$ cat src/rtl/wwd_pkg.sv
package wwd_pkg;
  localparam int CNT_W = 7;
  localparam int WIN_W = 7;
  localparam int TB_W  = 2;

  typedef enum logic [1:0] {
    SEL_CTRL = 2'd0,
    SEL_CFG  = 2'd1,
    SEL_STAT = 2'd2
  } reg_sel_e;

  localparam logic [CNT_W-1:0] CNT_INIT   = 7'h7F;
  localparam logic [WIN_W-1:0] WIN_INIT   = 7'h7F;
  localparam logic [CNT_W-1:0] CNT_EXPIRE = 7'h40;
  localparam logic [CNT_W-1:0] CNT_WARN   = 7'h41;
endpackage

$ cat src/rtl/wwd_tick_gen.sv
module wwd_tick_gen #(
  parameter int BASE_LOG2 = 12
) (
  input  logic       clk,
  input  logic       rst,
  input  logic       run,
  input  logic       clear,
  input  logic [1:0] tb,
  output logic       tick
);
  localparam int DIV_W = BASE_LOG2 + 4;

  logic [DIV_W-1:0] div_q;
  logic [DIV_W-1:0] limit;
  logic             at_limit;

  assign limit    = ({{(DIV_W-1){1'b0}}, 1'b1} << (BASE_LOG2 + int'(tb))) - 1'b1;
  assign at_limit = (div_q >= limit);
  assign tick     = run && !clear && at_limit;

  always_ff @(posedge clk) begin
    if (rst || clear) begin
      div_q <= '0;
    end else if (run) begin
      div_q <= at_limit ? '0 : div_q + 1'b1;
    end
  end

  p_tick_needs_run_r4: assert property (@(posedge clk) disable iff (rst)
    tick |-> run);
  p_div_idle_r4: assert property (@(posedge clk) disable iff (rst)
    (!run && !clear) |=> $stable(div_q));
endmodule

$ cat src/rtl/wwd_core.sv
module wwd_core
  import wwd_pkg::*;
(
  input  logic             clk,
  input  logic             rst,
  input  logic             ctrl_wr,
  input  logic [7:0]       ctrl_wdata,
  input  logic             cfg_wr,
  input  logic [9:0]       cfg_wdata,
  input  logic             stat_wr,
  input  logic             stat_bit,
  input  logic             tick,
  output logic [CNT_W-1:0] cnt,
  output logic             active,
  output logic [WIN_W-1:0] window,
  output logic [TB_W-1:0]  tbsel,
  output logic             warn_en,
  output logic             warn_flag,
  output logic             rst_req,
  output logic             warn_irq,
  output logic             rst_seen
);
  logic             viol, step, expire, reach;
  logic [CNT_W-1:0] cnt_n;
  logic             active_n, en_n, flag_n;

  always_comb begin
    viol     = ctrl_wr && active && (cnt > window);
    step     = !ctrl_wr && active && tick;
    expire   = step && (cnt == CNT_EXPIRE);
    reach    = step && (cnt == CNT_WARN);
    cnt_n    = ctrl_wr ? ctrl_wdata[CNT_W-1:0] : (step ? cnt - 1'b1 : cnt);
    active_n = active || (ctrl_wr && ctrl_wdata[7]);
    en_n     = warn_en || (cfg_wr && cfg_wdata[9]);
    if (reach)                     flag_n = 1'b1;
    else if (stat_wr && !stat_bit) flag_n = 1'b0;
    else                           flag_n = warn_flag;
  end

  always_ff @(posedge clk) begin
    if (rst) begin
      cnt       <= CNT_INIT;
      active    <= 1'b0;
      window    <= WIN_INIT;
      tbsel     <= '0;
      warn_en   <= 1'b0;
      warn_flag <= 1'b0;
      rst_req   <= 1'b0;
      warn_irq  <= 1'b0;
      rst_seen  <= 1'b0;
    end else begin
      cnt       <= cnt_n;
      active    <= active_n;
      warn_en   <= en_n;
      warn_flag <= flag_n;
      warn_irq  <= flag_n && en_n;
      rst_req   <= expire || viol;
      rst_seen  <= rst_seen || expire || viol;
      if (cfg_wr) begin
        window <= cfg_wdata[WIN_W-1:0];
        tbsel  <= cfg_wdata[8:7];
      end
    end
  end

  p_active_sticky_r3: assert property (@(posedge clk) disable iff (rst)
    active |=> active);
  p_en_sticky_r7: assert property (@(posedge clk) disable iff (rst)
    warn_en |=> warn_en);
  p_idle_hold_r2: assert property (@(posedge clk) disable iff (rst)
    (!active && !ctrl_wr) |=> $stable(cnt));
  p_no_step_r4: assert property (@(posedge clk) disable iff (rst)
    (active && !ctrl_wr && !tick) |=> $stable(cnt));
  p_step_one_r4: assert property (@(posedge clk) disable iff (rst)
    (active && !ctrl_wr && tick) |=> (cnt == $past(cnt) - 7'd1));
  p_expire_r5: assert property (@(posedge clk) disable iff (rst)
    (active && !ctrl_wr && tick && cnt == CNT_EXPIRE) |=> rst_req);
  p_seen_sticky_r10: assert property (@(posedge clk) disable iff (rst)
    rst_seen |=> rst_seen);
  p_seen_with_req_r10: assert property (@(posedge clk) disable iff (rst)
    rst_req |-> rst_seen);
  p_irq_gated_r6: assert property (@(posedge clk) disable iff (rst)
    warn_irq |-> (warn_flag && warn_en));
endmodule

$ cat src/rtl/wwd_top.sv
module wwd_top
  import wwd_pkg::*;
#(
  parameter int DW        = 32,
  parameter int AW        = 2,
  parameter int BASE_LOG2 = 12
) (
  input  logic          clk,
  input  logic          rst,
  input  logic          bus_wr,
  input  logic          bus_rd,
  input  logic [AW-1:0] bus_addr,
  input  logic [DW-1:0] bus_wdata,
  output logic [DW-1:0] bus_rdata,
  output logic          wdt_rst_req,
  output logic          wdt_warn_irq,
  output logic          wdt_rst_seen
);
  localparam int USED_W = 10;

  logic             sel_ctrl, sel_cfg, sel_stat;
  logic             tick;
  logic [CNT_W-1:0] cnt;
  logic             active, warn_en, warn_flag;
  logic [WIN_W-1:0] window;
  logic [TB_W-1:0]  tbsel;
  logic             unused_wdata_hi;

  assign unused_wdata_hi = ^bus_wdata[DW-1:USED_W];
  assign sel_ctrl = bus_wr && (bus_addr == AW'(SEL_CTRL));
  assign sel_cfg  = bus_wr && (bus_addr == AW'(SEL_CFG));
  assign sel_stat = bus_wr && (bus_addr == AW'(SEL_STAT));

  wwd_tick_gen #(.BASE_LOG2(BASE_LOG2)) u_tick (
    .clk   (clk),
    .rst   (rst),
    .run   (active),
    .clear (sel_ctrl),
    .tb    (tbsel),
    .tick  (tick)
  );

  wwd_core u_core (
    .clk        (clk),
    .rst        (rst),
    .ctrl_wr    (sel_ctrl),
    .ctrl_wdata (bus_wdata[7:0]),
    .cfg_wr     (sel_cfg),
    .cfg_wdata  (bus_wdata[9:0]),
    .stat_wr    (sel_stat),
    .stat_bit   (bus_wdata[0]),
    .tick       (tick),
    .cnt        (cnt),
    .active     (active),
    .window     (window),
    .tbsel      (tbsel),
    .warn_en    (warn_en),
    .warn_flag  (warn_flag),
    .rst_req    (wdt_rst_req),
    .warn_irq   (wdt_warn_irq),
    .rst_seen   (wdt_rst_seen)
  );

  always_ff @(posedge clk) begin
    if (rst) begin
      bus_rdata <= '0;
    end else if (bus_rd) begin
      bus_rdata <= '0;
      case (bus_addr)
        AW'(SEL_CTRL): bus_rdata[7:0] <= {active, cnt};
        AW'(SEL_CFG):  bus_rdata[9:0] <= {warn_en, tbsel, window};
        AW'(SEL_STAT): bus_rdata[0]   <= warn_flag;
        default:       bus_rdata      <= '0;
      endcase
    end
  end

  p_rdata_idle_r11: assert property (@(posedge clk) disable iff (rst)
    !bus_rd |=> $stable(bus_rdata));
endmodule

$ cat config.mk
export PLATFORM = sky130hd
export DESIGN_NAME = wwd_top
export DESIGN_NICKNAME = d
export VERILOG_FILES = /design/src/rtl/wwd_pkg.sv /design/src/rtl/wwd_tick_gen.sv /design/src/rtl/wwd_core.sv /design/src/rtl/wwd_top.sv
export SDC_FILE = /design/constraint.sdc
export NUM_CORES = 1
export LEC_CHECK = 0
export BUFFER_PORTS_ARGS = -buffer_cell sky130_fd_sc_hd__clkbuf_2
export CAP_MARGIN = 5
export CORE_UTILIZATION = 45
export CTS_BUF_LIST = sky130_fd_sc_hd__clkbuf_8
export DETAILED_ROUTE_END_ITERATION = 10
export GPL_TIMING_DRIVEN = 0
export HOLD_SLACK_MARGIN = 0.05
export PLACE_DENSITY_LB_ADDON = 0.08
export REMOVE_ABC_BUFFERS = 1
export SETUP_SLACK_MARGIN = 0.15
export SLEW_MARGIN = 10
export SYNTH_ARGS = -nofsm -noshare
export SYNTH_HDL_FRONTEND = slang
export SYNTH_HIERARCHICAL = 1
export SYNTH_SLANG_ARGS = --single-unit
$ cat constraint.sdc
create_clock -name clk -period 2.9 [get_ports clk]
set_input_delay 0 -clock clk [delete_from_list [all_inputs] [get_ports clk]]
set_output_delay 0 -clock clk [all_outputs]
set_load 0.02 [all_outputs]
Word-level counts from Yosys, hierarchy flattened
Index checks and enable logic that the tools add are counted.
{ "classes": {"addsub": 4, "order_cmp": 2, "n_eq_ne": 4, "shifts": 1, "n_mux": 8, "n_reduce_logical": 24} }
{ "op_table": {"columns": ["operator", "count"], "rows": [
  ["<< shifter 1 x 32 -> 16 bit (first input constant)", 1],
  ["adder 16 x 1 -> 16 bit (second input constant)", 1],
  [">= comparator 16 bit", 1],
  ["two-way mux 16 bit", 1],
  ["subtractor 16 x 1 -> 16 bit (second input constant)", 1],
  ["== test 7 bit (second input constant)", 2],
  ["logical AND 1 bit", 14],
  ["two-way mux 7 bit", 2],
  ["case mux 7 bit (2 select lines)", 1],
  ["greater-than comparator 7 bit", 1],
  ["subtractor 7 x 1 -> 7 bit (second input constant)", 1],
  ["logical OR 1 bit", 6],
  ["adder 4 x 2 -> 5 bit (first input constant)", 1],
  ["case mux 1 bit (3 select lines)", 1],
  ["== test 2 x 1 -> 1 bit (second input constant)", 1],
  ["== test 2 bit (second input constant)", 1],
  ["logical NOT 1 bit", 2],
  ["logical NOT 2 bit", 1],
  ["two-way mux 1 bit", 2],
  ["two-way mux 2 bit", 1],
  ["nonzero test 2 bit", 1]
]} }
{ "word_totals": {"regBits": 48, "in_bits": 38, "out_inout_bits": 35, "elab_cells": 54} }

Logic depth before layout (Yosys ltp)
Gate-level depths: netlist of the first run.
{ "depth": {"word_depth": 9, "ltp_mapped": 10} }

Hierarchy
Netlist of the first run, hierarchy kept.
{ "by_module_without_submodules": {"columns": ["mod", "instances", "cells_per_inst", "area_per_inst_um2", "seq_area_each_um2"], "rows": [
  ["wwd_core", 1, 119, 1084.8, 440.4],
  ["wwd_tick_gen", 1, 95, 849.6, 320.3],
  ["wwd_top", 1, 74, 629.4, 200.2]
]} }

Least setup slack after synthesis of the first run
Ideal clock, no wire load.
{ "synth_timing": {"path_type": "flip-flop to flip-flop", "from": "register u_tick.div_q[0]", "to": "register u_core.warn_irq", "setup_ns": 0.073, "arrival_ns": 2.165, "setup_slack_ns": 0.662, "stages_incl_launch_ff": 10, "n_path_buf": 0, "synth_period_minus_slack_ns": 2.238, "cell_sequence": "dfxtp_1 -> ha_1 -> nand4_4 -> nor4_1 -> a22oi_1 -> nor2_1 -> nand2_2 -> and4bb_1 -> a22oi_2 -> nor3_2"} }
{ "synth_via": {"elab_chain_len": 6} }
{ "synth_rtl": {"columns": ["item", "line", "rtl"], "rows": [
  ["start, declared", "wwd_tick_gen.sv:13", "logic [DIV_W-1:0] div_q;"],
  ["start signal, assigned", "wwd_tick_gen.sv:25", "div_q <= at_limit ? '0 : div_q + 1'b1;"],
  [">= comparator 16 bit", "wwd_tick_gen.sv:18", "assign at_limit = (div_q >= limit);"],
  ["logical AND 1 bit", "wwd_tick_gen.sv:19", "assign tick = run && !clear && at_limit;"],
  ["named net tick", "wwd_top.sv:22", "logic tick;"],
  ["logical AND 1 bit", "wwd_core.sv:29", "step = !ctrl_wr && active && tick;"],
  ["logical AND 1 bit", "wwd_core.sv:31", "reach = step && (cnt == CNT_WARN);"],
  ["two-way mux 1 bit", "wwd_core.sv:35", "if (reach) flag_n = 1'b1;"],
  ["logical AND 1 bit", "wwd_core.sv:56", "warn_irq <= flag_n && en_n;"],
  ["end signal, assigned", "wwd_core.sv:56", null],
  ["end, declared", "wwd_core.sv:20", "output logic warn_irq,"]
]} }
The timed path passes the listed nets, and every way through them passes these cells.
A chain may end at the register's enable or synchronous reset.

Final worst setup path of the first run
{ "layout_timing": {"from": "register u_tick.div_q[0]", "to": "register u_core.cnt[3]"} }
{ "layout_via": {"elab_chain_len": 4} }
{ "layout_rtl": {"columns": ["item", "line", "rtl"], "rows": [
  [">= comparator 16 bit", "wwd_tick_gen.sv:18", null],
  ["logical AND 1 bit", "wwd_tick_gen.sv:19", null],
  ["named net tick", "wwd_top.sv:22", null],
  ["logical AND 1 bit", "wwd_core.sv:29", null],
  ["nonzero test 2 bit (no line)", null, null],
  ["end signal, assigned", "wwd_core.sv:52", "cnt <= cnt_n;"],
  ["end, declared", "wwd_core.sv:13", "output logic [CNT_W-1:0] cnt,"]
]} }
The timed path passes the listed nets, and every way through them passes these cells.

==> summary.md, run 1 <==
| Metric | Value |
|---|---|
| Status | complete, no violations |
| Clock Sink Count | 48 |
| Yosys warning total | 6 |
| Total Wirelength | 4850 µm |
| Max Root-Sink Buffers | 2 |
| Worst hold path class | primary input to register |
| Vias per inst | 4.88 |
| Commonest non-fill, non-tap cell in the layout | dfxtp_1 |
| Worst path required time | 3.08 ns |
| Number of diodes | 0 |
| Adder-cell share of the synthesized area | 0.0732 |
| Final number of hold-violating endpoints | 0 |
| Pwr dens | 436 nW/µm² |
| Final Critical Period | 2.52 ns |
| Yosys reg bits | 48 |
| Total congestion overflow | 0 |
| Routability cong. | 0.746 |
| Mux contribution to synthesized area | 0.0547 |
| Site Rows | 27 |
| Post-synthesis xor/xnor area fraction | 0.0615 |
| Global-route wire length before repair | 8500 µm |
| Cells after DPL | 378 |
| Setup_tns | 0 ns |
| Post-synth top area cell | dfxtp_1 |
| Worst slew pin tran | 0.850 ns |
| VDD IR-drop max | 0.264 mV |
| Gr usage total | 0.176 |
| RSZ-0062 raised after global routing | false |
| Fill cells | 529 |
| Mapped cell area | 2560 µm² |
| CTS tree | done |
| Initial antenna violation count | 0 |
| DRT Pass-1 Iters | 4 |
| Num CTS Buffers | 5 |
| Largest net degree at the start of global routing | 21 |
| H-tree depth | 2 |
| Seq/Total Area, Yosys | 0.375 |
| Layout Cells excl Fill | 398 |
| Chip height | 77.5 µm |
| Gate Count Post-Synth | 288 |
| Nets | 378 |
| Storage cell area | 962 µm² |
| Synth Area in Compound Gates | 0.110 |
| PortBufs | 28 |
| Clock root buffer | clkbuf_8 |
| Commonest cells after routing, fill and taps aside | dfxtp_1, clkbuf_2, nand2_1 |
| Setup Viol. Count Final | 0 |
| CP Class | register to register |
| Multi-input logic area | 1440 µm² |
| Synth top area share | 0.375 |
| Synth unique cells | 49 |
| Top cells by area, synth | dfxtp_1, ha_1, buf_4 |
| Clock-pin transition on the worst setup and hold timing paths | 0.09 ns |
| Max_cap viols | 0 |
| Layout cell share with drive strength beyond 1 | 0.153 |
| DR DRC count | 0 |
| Remaining antenna violation count after routing | 0 |
| Slew Limit Headroom | 0.431 |
| Initial core utilization | 0.466 |
| Worst-Skew Late Latency | 0.29 ns |
| Postcts setup bufs | 0 |
| CP Max Fanout | 6 |
| Detailed placement HPWL | 3530 µm |
| Largest family of logic cells by synthesized area | simple AND/OR/NAND/NOR gates |
| Skew final | 0.00474 ns |
| Period Utilization, post-route | 0.869 |
| Peak Freq | 397 MHz |
| Post-synth EDFFs | 0 |
| Async set-reset flop share out of synthesis | 0 |
| Leak Pwr | 1.23 nW |
| Die Width | 77.5 µm |
| Initial DRC count | 78 |
| Most used DFF post-synth | dfxtp_1 |
| Final slew viol count | 0 |
| Drt wl/cell | 12.2 µm |
| Startpoint Class | register |
| Core outline area | 5510 µm² |
| Die Footprint | 6000 µm² |
| Boundary Pins | 73 |
| Critical Path AT | 2.70 ns |
| Average cell area after synthesis | 8.90 µm² |
| Crit path capture type | register |
| Post-Synth Simple-Gate Area | 0.220 |
| Layout area overhead | 12.5% |
| Vias in the first global route | 1899 |
| Vias | 1944 |
## cell families (layout without fill, tap and decap cells)
group,after synthesis,after routing
AND/OR/NAND/NOR,103,103
flip-flops,48,48
AO/OA/AOI/OAI,46,46
buffers and inverters,42,59
XOR/XNOR,18,18
adder cells (fa/ha/maj),15,15
multiplexers,14,14
other,2,23
## area by class of cell
type | instances | share of cell area
Clock inverter | 2 | 0.00347
Timing Repair Buffer | 40 | 0.0902
Inverter | 11 | 0.0143
Sequential cell | 48 | 0.334
Clock buffer | 6 | 0.0286
Tap cell | 72 | 0.0312
Multi-Input combinational cell | 219 | 0.498
## path summary, 6_finish.rpt
check / startpoint / end / slack (ns) / depth (start not counted)
setup reg to reg: u_tick/div_q[0] / u_core/cnt[3] / 0.38 / 9
hold / removal: rst / bus_rdata[9] / 0.17 / 2
hold reg to reg: bus_rdata[6] / bus_rdata[6] / 0.45 / 2
setup / recovery: u_tick/div_q[0] / u_core/cnt[3] / 0.38 / 9
## Yosys cell counts, types with 2 or more instances
master / instances
dfxtp_1: 48
nand2_1: 26
buf_4: 24
nor2_1: 23
a21oi_1: 18
ha_1: 15
mux2i_1: 14
inv_1: 11
o21ai_1: 9
xnor2_1: 9
xor2_1: 9
nand3_1: 8
nand4_1: 8
nor3b_1: 6
o211ai_1: 6
nand2b_1: 5
nor3_1: 4
o21ai_0: 4
and4_1: 3
clkbuf_1: 3
or3_1: 3
buf_6: 2
conb_1: 2
nand3b_1: 2
nor4_1: 2
## worst max-delay path, cell delays in order (launching register included)
cell and delay (ns):
dfxtp_1 0.42, ha_1 0.25, nand4_4 0.17, nor4_4 0.37, a22oi_1 0.14, nor2_1 0.27
nand2_2 0.13, nor4_1 0.39, xnor2_1 0.18, a21oi_1 0.08
## flip-flops by register name (all words and copies together) (netlist names)
name / flops
u_core/rst_req: 1
u_core/rst_seen: 1
u_core/warn_irq: 1
bus_rdata: 10
u_core/window: 7
u_core/warn_en: 1
u_core/active: 1
u_core/tbsel: 2
u_core/warn_flag: 1
u_tick/div_q: 16
u_core/cnt: 7
## stage by stage
step	utilization	setup slack (ns)	power [mW]	hold slack, ns	area, µm²
floorplan	-	0.598	0.804	0.0691	2420
global placement	0.481	0.0965	0.851	0.240	2650
detailed placement	0.482	0.0664	0.852	0.243	2660
CTS	0.521	0.224	1.28	0.159	2870
global route	0.524	0.278	1.32	0.191	2880
finish	0.524	0.381	1.26	0.166	2880
## what timing repair did
item / 4_1_cts / 5_1_grt
setup endpoints to repair: 7 / 10
endpoints found under the hold margin: 22 / 0
hold buffers: 12 / 0
resized for setup: 1 / 2
## power by group
| group | total, mW | switching, mW | internal, mW |
|---|---|---|---|
| Clock | 0.408 | 0.218 | 0.191 |
| Sequential | 0.693 | 0.0163 | 0.676 |
| Combinational | 0.156 | 0.0975 | 0.0584 |
## per-layer routing
| layer | wire [µm] | vias to the layer above | GRT usage | part of all wire |
|---|---|---|---|---|
| met1 | 2370 | 882 | 0.215 | 0.49 |
| met4 | 50 | 0 | 0.0453 | 0.010 |
| met3 | 121 | 6 | 0.0400 | 0.025 |
| met5 | 0 | - | 0 | 0 |
| li1 | - | 1032 | - | - |
| met2 | 2300 | 24 | 0.308 | 0.47 |
No activity file was read; power rests on OpenSTA's default activity.
==> inputs of run 2 (changes only) <==
Settings changed: CELL_PAD_IN_SITES_DETAIL_PLACEMENT set to 1, CELL_PAD_IN_SITES_GLOBAL_PLACEMENT set to 1, CORE_UTILIZATION 45 to 40.
==> summary.md, run 2 (synthesis gave the netlist of run 1 again) <==
| Metric | Value |
|---|---|
| CP Max Fanout | 6 (unchanged) |
| Finished layout cell area | 2890 µm² (+0.35%) |
| Top reg by flops | u_tick/div_q |
| Startpoint Class | register |
| Tot Pwr | 1.29 mW (+2.5%) |
| Setup_tns | 0 ns (unchanged) |
| Global-route wire length before repair | 9350 µm (+10%) |
| Vias | 2020 (+3.9%) |
| Uppermost routed layer | met4 |
| Combinational share of power | 0.125 (about the same) |
| Commonest cells after routing, fill and taps aside | dfxtp_1, clkbuf_2, nand2_1 |
| Clock Sink Count | 48 (unchanged) |
| Final Critical Period | 2.43 ns (-0.0865 ns) |
| Num CTS Buffers | 5 (unchanged) |
| Worst hold path class | primary input to register |
| Layout cell share with drive strength beyond 1 | 0.159 (+0.00565) |
| Worst path max stage delay | 0.41 ns (about the same) |
| Initial antenna violation count | 0 (unchanged) |
| Die Width | 82.1 µm (+5.9%) |
| Vias in the first global route | 1931 (+1.7%) |
| PnR worst setup slack | 0.467 ns (+0.0865 ns) |
| Detailed placement HPWL | 4070 µm (+15%) |
| Worst path required time | 3.14 ns (+0.06 ns) |
| Slowest-stage cell, CP | dfxtp_1 |
| Layout Cells excl Fill | 402 (+1.0%) |
| DP Worst Slack | 0.0227 ns (-0.0437 ns) |
| Period Utilization, post-route | 0.839 (-0.0298) |
| DR DRC count | 0 (unchanged) |
| PortBufs | 28 (unchanged) |
| Clock-pin transition on the worst setup and hold timing paths | 0.10 ns (about the same) |
| Setup Viol. Count Final | 0 (unchanged) |
| Site Rows | 28 (+3.7%) |
| Total Wirelength | 5610 µm (+16%) |
| Slew Limit Headroom | 0.542 (+0.112) |
| CP delay by family, top | simple AND/OR/NAND/NOR gates |
| Sw power | 359 µW (+8.4%) |
| DRT Pass-1 Iters | 4 (unchanged) |
| Hold WS | 0.158 ns (-0.00787 ns) |
| Critical Path AT | 2.67 ns (-0.03 ns) |
| Largest net degree at the start of global routing | 21 (unchanged) |
| Worst path bufs/invs | 0 (unchanged) |
| Max Root-Sink Buffers | 2 (unchanged) |
| Boundary Pins | 73 (unchanged) |
| Initial DRC count | 55 (-29%) |
| Remaining antenna violation count after routing | 0 (unchanged) |
| Peak Freq | 411 MHz (+3.6%) |
| Nets | 379 (+0.26%) |
| Core outline area | 6060 µm² (+10%) |
| Clk pwr share | 0.336 (+0.011) |
| Die Footprint | 6730 µm² (+12%) |
| Skew final | 0.00620 ns (+0.00146 ns) |
| Top flop regs | u_tick/div_q (16), bus_rdata (10) |
| Crit path capture type | register |
| Number of diodes | 0 (unchanged) |
| DP Area | 2670 µm² (+0.42%) |
| Worst slew pin tran | 0.687 ns (-0.164 ns) |
| Pint | 929 µW (+0.42%) |
| Met3 WL | 198 µm (+64%) |
| H-tree depth | 2 (unchanged) |
| Pwr dens | 445 nW/µm² (+2.2%) |
| CP Cell Sequence | ha_1 > nand4_4 > nor4_2 > a22oi_1 > nor2_2 > nand2_2 > and4bb_1 > a22oi_2 > nor3_2 |
| Final slew viol count | 0 (unchanged) |
| Met1 WL | 3000 µm (+26%) |
| Commonest non-fill, non-tap cell in the layout | dfxtp_1 |
| CP Class | register to register |
| Final number of hold-violating endpoints | 0 (unchanged) |
| Gr usage total | 0.186 (+0.0100) |
| VDD IR-drop max | 0.244 mV (-7.5%) |
| Status | complete, no violations |
| Leak Pwr | 1.21 nW (-1.6%) |
| Max_cap viols | 0 (unchanged) |
| Layout Utilization | 0.477 (-0.0462) |
| Vias per inst | 5.02 (+2.9%) |
| Cells after DPL | 382 (+1.1%) |
| Total congestion overflow | 0 (unchanged) |
| RSZ-0062 raised after global routing | false |
| Worst-Skew Late Latency | 0.31 ns (+0.02 ns) |
| Chip height | 82.1 µm (+5.9%) |
| Drt wl/cell | 14.0 µm (+15%) |
| Clock root buffer | clkbuf_8 |
| CTS tree | done |
| Max reg flops | 16 (unchanged) |
| Sw frac | 0.279 (+0.0150) |
| Flop pwr share | 0.538 (-0.013) |
| Routability cong. | 0.763 (+2.3%) |
| Initial core utilization | 0.423 (-0.0426) |
| Met2 routed WL | 2350 µm (+1.9%) |
| Layout area overhead | 12.9% |
-- run 2: path summary, 6_finish.rpt --
kind | startpoint | to | slack (ns) | cells past startpoint
worst max-delay path | u_tick/div_q[0] | u_core/warn_irq | 0.47 | 9
worst min-delay path | rst | bus_rdata[9] | 0.16 | 2
worst max register to register | u_tick/div_q[0] | u_core/warn_irq | 0.47 | 9
worst min register to register | bus_rdata[5] | bus_rdata[5] | 0.46 | 2
-- run 2: what timing repair did --
action,CTS,global route
endpoints found under the setup margin,9,9
buffers inserted,0,0
endpoints found under the hold margin,22,0
gates cloned,0,0
resized for setup,1,2
hold buffers,12,0
-- run 2: layer usage --
layer  vias up  GRT usage
li1       1036          -
met3         6     0.0467
met1       932      0.249
met4         0     0.0579
met5         -          0
met2        46      0.291
-- run 2: layout make-up --
class / instances / area [µm²]
sequential: 48 / 962
inverter: 11 / 41.3
fill: 734 / 3170
clock buffer: 6 / 82.6
multi-input combinational: 219 / 1430
clock inverter: 2 / 15.0
timing repair buffer: 41 / 268
tap: 75 / 93.8
-- run 2: worst reg2reg max path, cell delays in order, from the launching register on --
cell,delay (ns)
dfxtp_1,0.41
ha_1,0.24
nand4_4,0.17
nor4_2,0.41
a22oi_1,0.17
nor2_2,0.21
nand2_2,0.12
and4bb_1,0.39
a22oi_2,0.13
nor3_2,0.11
-- run 2: power groups by stage --
stage	Combinational [mW]	Clock, mW	Sequential, mW
global route	0.181	0.472	0.696
floorplan	0.0918	0	0.712
CTS	0.162	0.452	0.694
global placement	0.145	0	0.708
detailed placement	0.149	0	0.709
finish	0.161	0.433	0.694
==> inputs of run 3 (changes only) <==
Clock period 2.9 ns to 2.37 ns, I/O delays scaled along.
==> summary.md, run 3 (synthesis gave the netlist of run 1 again) <==
| Metric | Value |
|---|---|
| Status | complete, no violations |
| Boundary Pins | 73 (unchanged) |
| Worst-Skew Late Latency | 0.31 ns (about the same) |
| H-tree depth | 2 (unchanged) |
| Finished layout cell area | 2940 µm² (+1.6%) |
| Layout Cells excl Fill | 404 (+0.50%) |
| Worst Setup SP | u_core/tbsel[1] |
| CTS tree | done |
| Largest net degree at the start of global routing | 21 (unchanged) |
| Commonest cells after routing, fill and taps aside | dfxtp_1, clkbuf_2, nand2_1 |
| Setup Viol. Count Final | 0 (unchanged) |
| Slew Limit Headroom | 0.539 (-0.00285) |
| Period Utilization, post-route | 0.892 (+0.0532) |
| Gr usage total | 0.186 (+0.000467) |
| Layout cell share with drive strength beyond 1 | 0.185 (+0.0264) |
| Detailed placement HPWL | 4070 µm (unchanged) |
| Max Root-Sink Buffers | 2 (unchanged) |
| Clock-pin transition on the worst setup and hold timing paths | 0.10 ns (about the same) |
| Final slew viol count | 0 (unchanged) |
| Top reg by flops | u_tick/div_q |
| DP Area | 2670 µm² (unchanged) |
| Top flop regs | u_tick/div_q (16), bus_rdata (10) |
| Sw power | 440 µW (+22%) |
| Total Wirelength | 5630 µm (+0.36%) |
| Number of diodes | 0 (unchanged) |
| CP Class | register to register |
| Vias per inst | 5.04 (+0.29%) |
| Crit path capture type | register |
| Total congestion overflow | 0 (unchanged) |
| Die Footprint | 6730 µm² (unchanged) |
| Sw frac | 0.279 (about the same) |
| Initial antenna violation count | 0 (unchanged) |
| Worst r2r src | u_core/tbsel[1] |
| Pint | 1.14 mW (+22%) |
| Clock Sink Count | 48 (unchanged) |
| Combinational share of power | 0.126 (about the same) |
| Peak Freq | 473 MHz (+15%) |
| Core outline area | 6060 µm² (unchanged) |
| Final number of hold-violating endpoints | 0 (unchanged) |
| WHS Endpoint | bus_rdata[9] |
| Flop pwr share | 0.538 (about the same) |
| RSZ-0062 raised after global routing | false |
| Skew final | 0.00671 ns (+0.000512 ns) |
| Worst slew pin tran | 0.691 ns (+0.00427 ns) |
| Critical Path AT | 2.30 ns (-0.37 ns) |
| VDD IR-drop max | 0.297 mV (+22%) |
| Max reg flops | 16 (unchanged) |
| Die Width | 82.1 µm (unchanged) |
| Final Critical Period | 2.11 ns (-0.318 ns) |
| Site Rows | 28 (unchanged) |
| Clk pwr share | 0.336 (about the same) |
| CP Max Fanout | 5 (-1) |
| Commonest non-fill, non-tap cell in the layout | dfxtp_1 |
| PortBufs | 28 (unchanged) |
| Num CTS Buffers | 5 (unchanged) |
| Vias | 2036 (+0.79%) |
| Max_cap viols | 0 (unchanged) |
| Reg2reg path depth | 9 (unchanged) |
| Hold Path Origin | rst |
| Global-route wire length before repair | 9360 µm (+0.15%) |
| Reg2Reg Setup Slack | 0.26 ns (-0.21 ns) |
| Initial core utilization | 0.423 (unchanged) |
| Layout area overhead | 14.7% |
| Worst hold path class | primary input to register |
| Startpoint Class | register |
| Hold Path Depth | 2 (unchanged) |
| Remaining antenna violation count after routing | 0 (unchanged) |
| DRT Pass-1 Iters | 4 (unchanged) |
| Pwr dens | 536 nW/µm² (+20%) |
| Vias in the first global route | 1940 (+0.47%) |
| Routability cong. | 0.763 (unchanged) |
| Initial DRC count | 67 (+22%) |
| Hold WS | 0.162 ns (+0.00417 ns) |
| Nets | 381 (+0.53%) |
| Drt wl/cell | 13.9 µm (-0.14%) |
| R2R Path End | u_core/warn_flag |
| DR DRC count | 0 (unchanged) |
| Clock root buffer | clkbuf_8 |
| Chip height | 82.1 µm (unchanged) |
| Worst path required time | 2.56 ns (-0.58 ns) |
| Cells after DPL | 382 (unchanged) |
| Leak Pwr | 1.24 nW (+2.3%) |
## run 3: cell count changes in the layout (fill, tap and decap cells not counted)
| cell | delta |
|---|---|
| nor3_2 | +1 |
| nor4_2 | -1 |
| nor2_4 | +1 |
| dfxtp_2 | +3 |
| nor3_1 | -1 |
| and4bb_2 | +1 |
| nor4_4 | +1 |
| a22oi_2 | +1 |
| nor2_2 | -1 |
| a22oi_1 | -1 |
| dfxtp_1 | -4 |
| and4bb_1 | -1 |
| dfxtp_4 | +1 |
| buf_4 | +2 |
## run 3: critical path: stages, from the launching register on
cell and delay, ns:
dfxtp_2 0.38, nand2_1 0.06, ha_1 0.31, and4_1 0.24, a22oi_2 0.24, nor2_4 0.06
nand2_2 0.12, and4bb_2 0.29, a22oi_2 0.23, nor2_1 0.07
## run 3: final cells by class
| type | instances | area (µm²) |
|---|---|---|
| Clock buffer | 6 | 82.6 |
| Clock inverter | 2 | 15.0 |
| Inverter | 11 | 41.3 |
| Timing Repair Buffer | 43 | 283 |
| Sequential cell | 48 | 970 |
| Tap cell | 75 | 93.8 |
| Multi-Input combinational cell | 219 | 1460 |
| Fill cell | 729 | 3120 |
## run 3: metrics by stage
step	worst slack (ns)	utilization	setup TNS (ns)	power, mW
2_1_floorplan	0.0675	-	0	0.984
3_3_place_gp	-0.599	0.438	-7.34	1.04
3_5_place_dp	-0.507	0.440	-4.57	1.05
4_1_cts	0.166	0.481	0	1.60
5_1_grt	0.151	0.485	0	1.65
6_report	0.256	0.485	0	1.58
## run 3: what timing repair did
action | CTS | global route
setup endpoints to repair | 27 | 10
setup buffers | 2 | 0
resized for setup | 5 | 8
pin swaps | 2 | 2
hold buffers | 12 | 0
endpoints found under the hold margin | 22 | 0
## run 3: worst max path at each step
stage	to
after floorplan	u_core/warn_irq
after global placement	u_core/warn_irq
after detailed placement	u_core/warn_irq
after CTS	u_core/warn_flag
after global routing	u_core/warn_irq
final	u_core/warn_flag
## run 3: power groups by stage
stage                     combinational (mW)  clock (mW)  sequential [mW]
after floorplan                        0.112           0            0.872
after global placement                 0.178           0            0.867
after detailed placement               0.182           0            0.867
after CTS                              0.198       0.553            0.849
after global routing                   0.222       0.578            0.852
final                                  0.198       0.530            0.849
## run 3: per-layer routing
metal  GRT usage  wire length, µm
met2       0.288             2340
met3      0.0467              199
met5           0                0
met1       0.253             3020
met4      0.0579               68
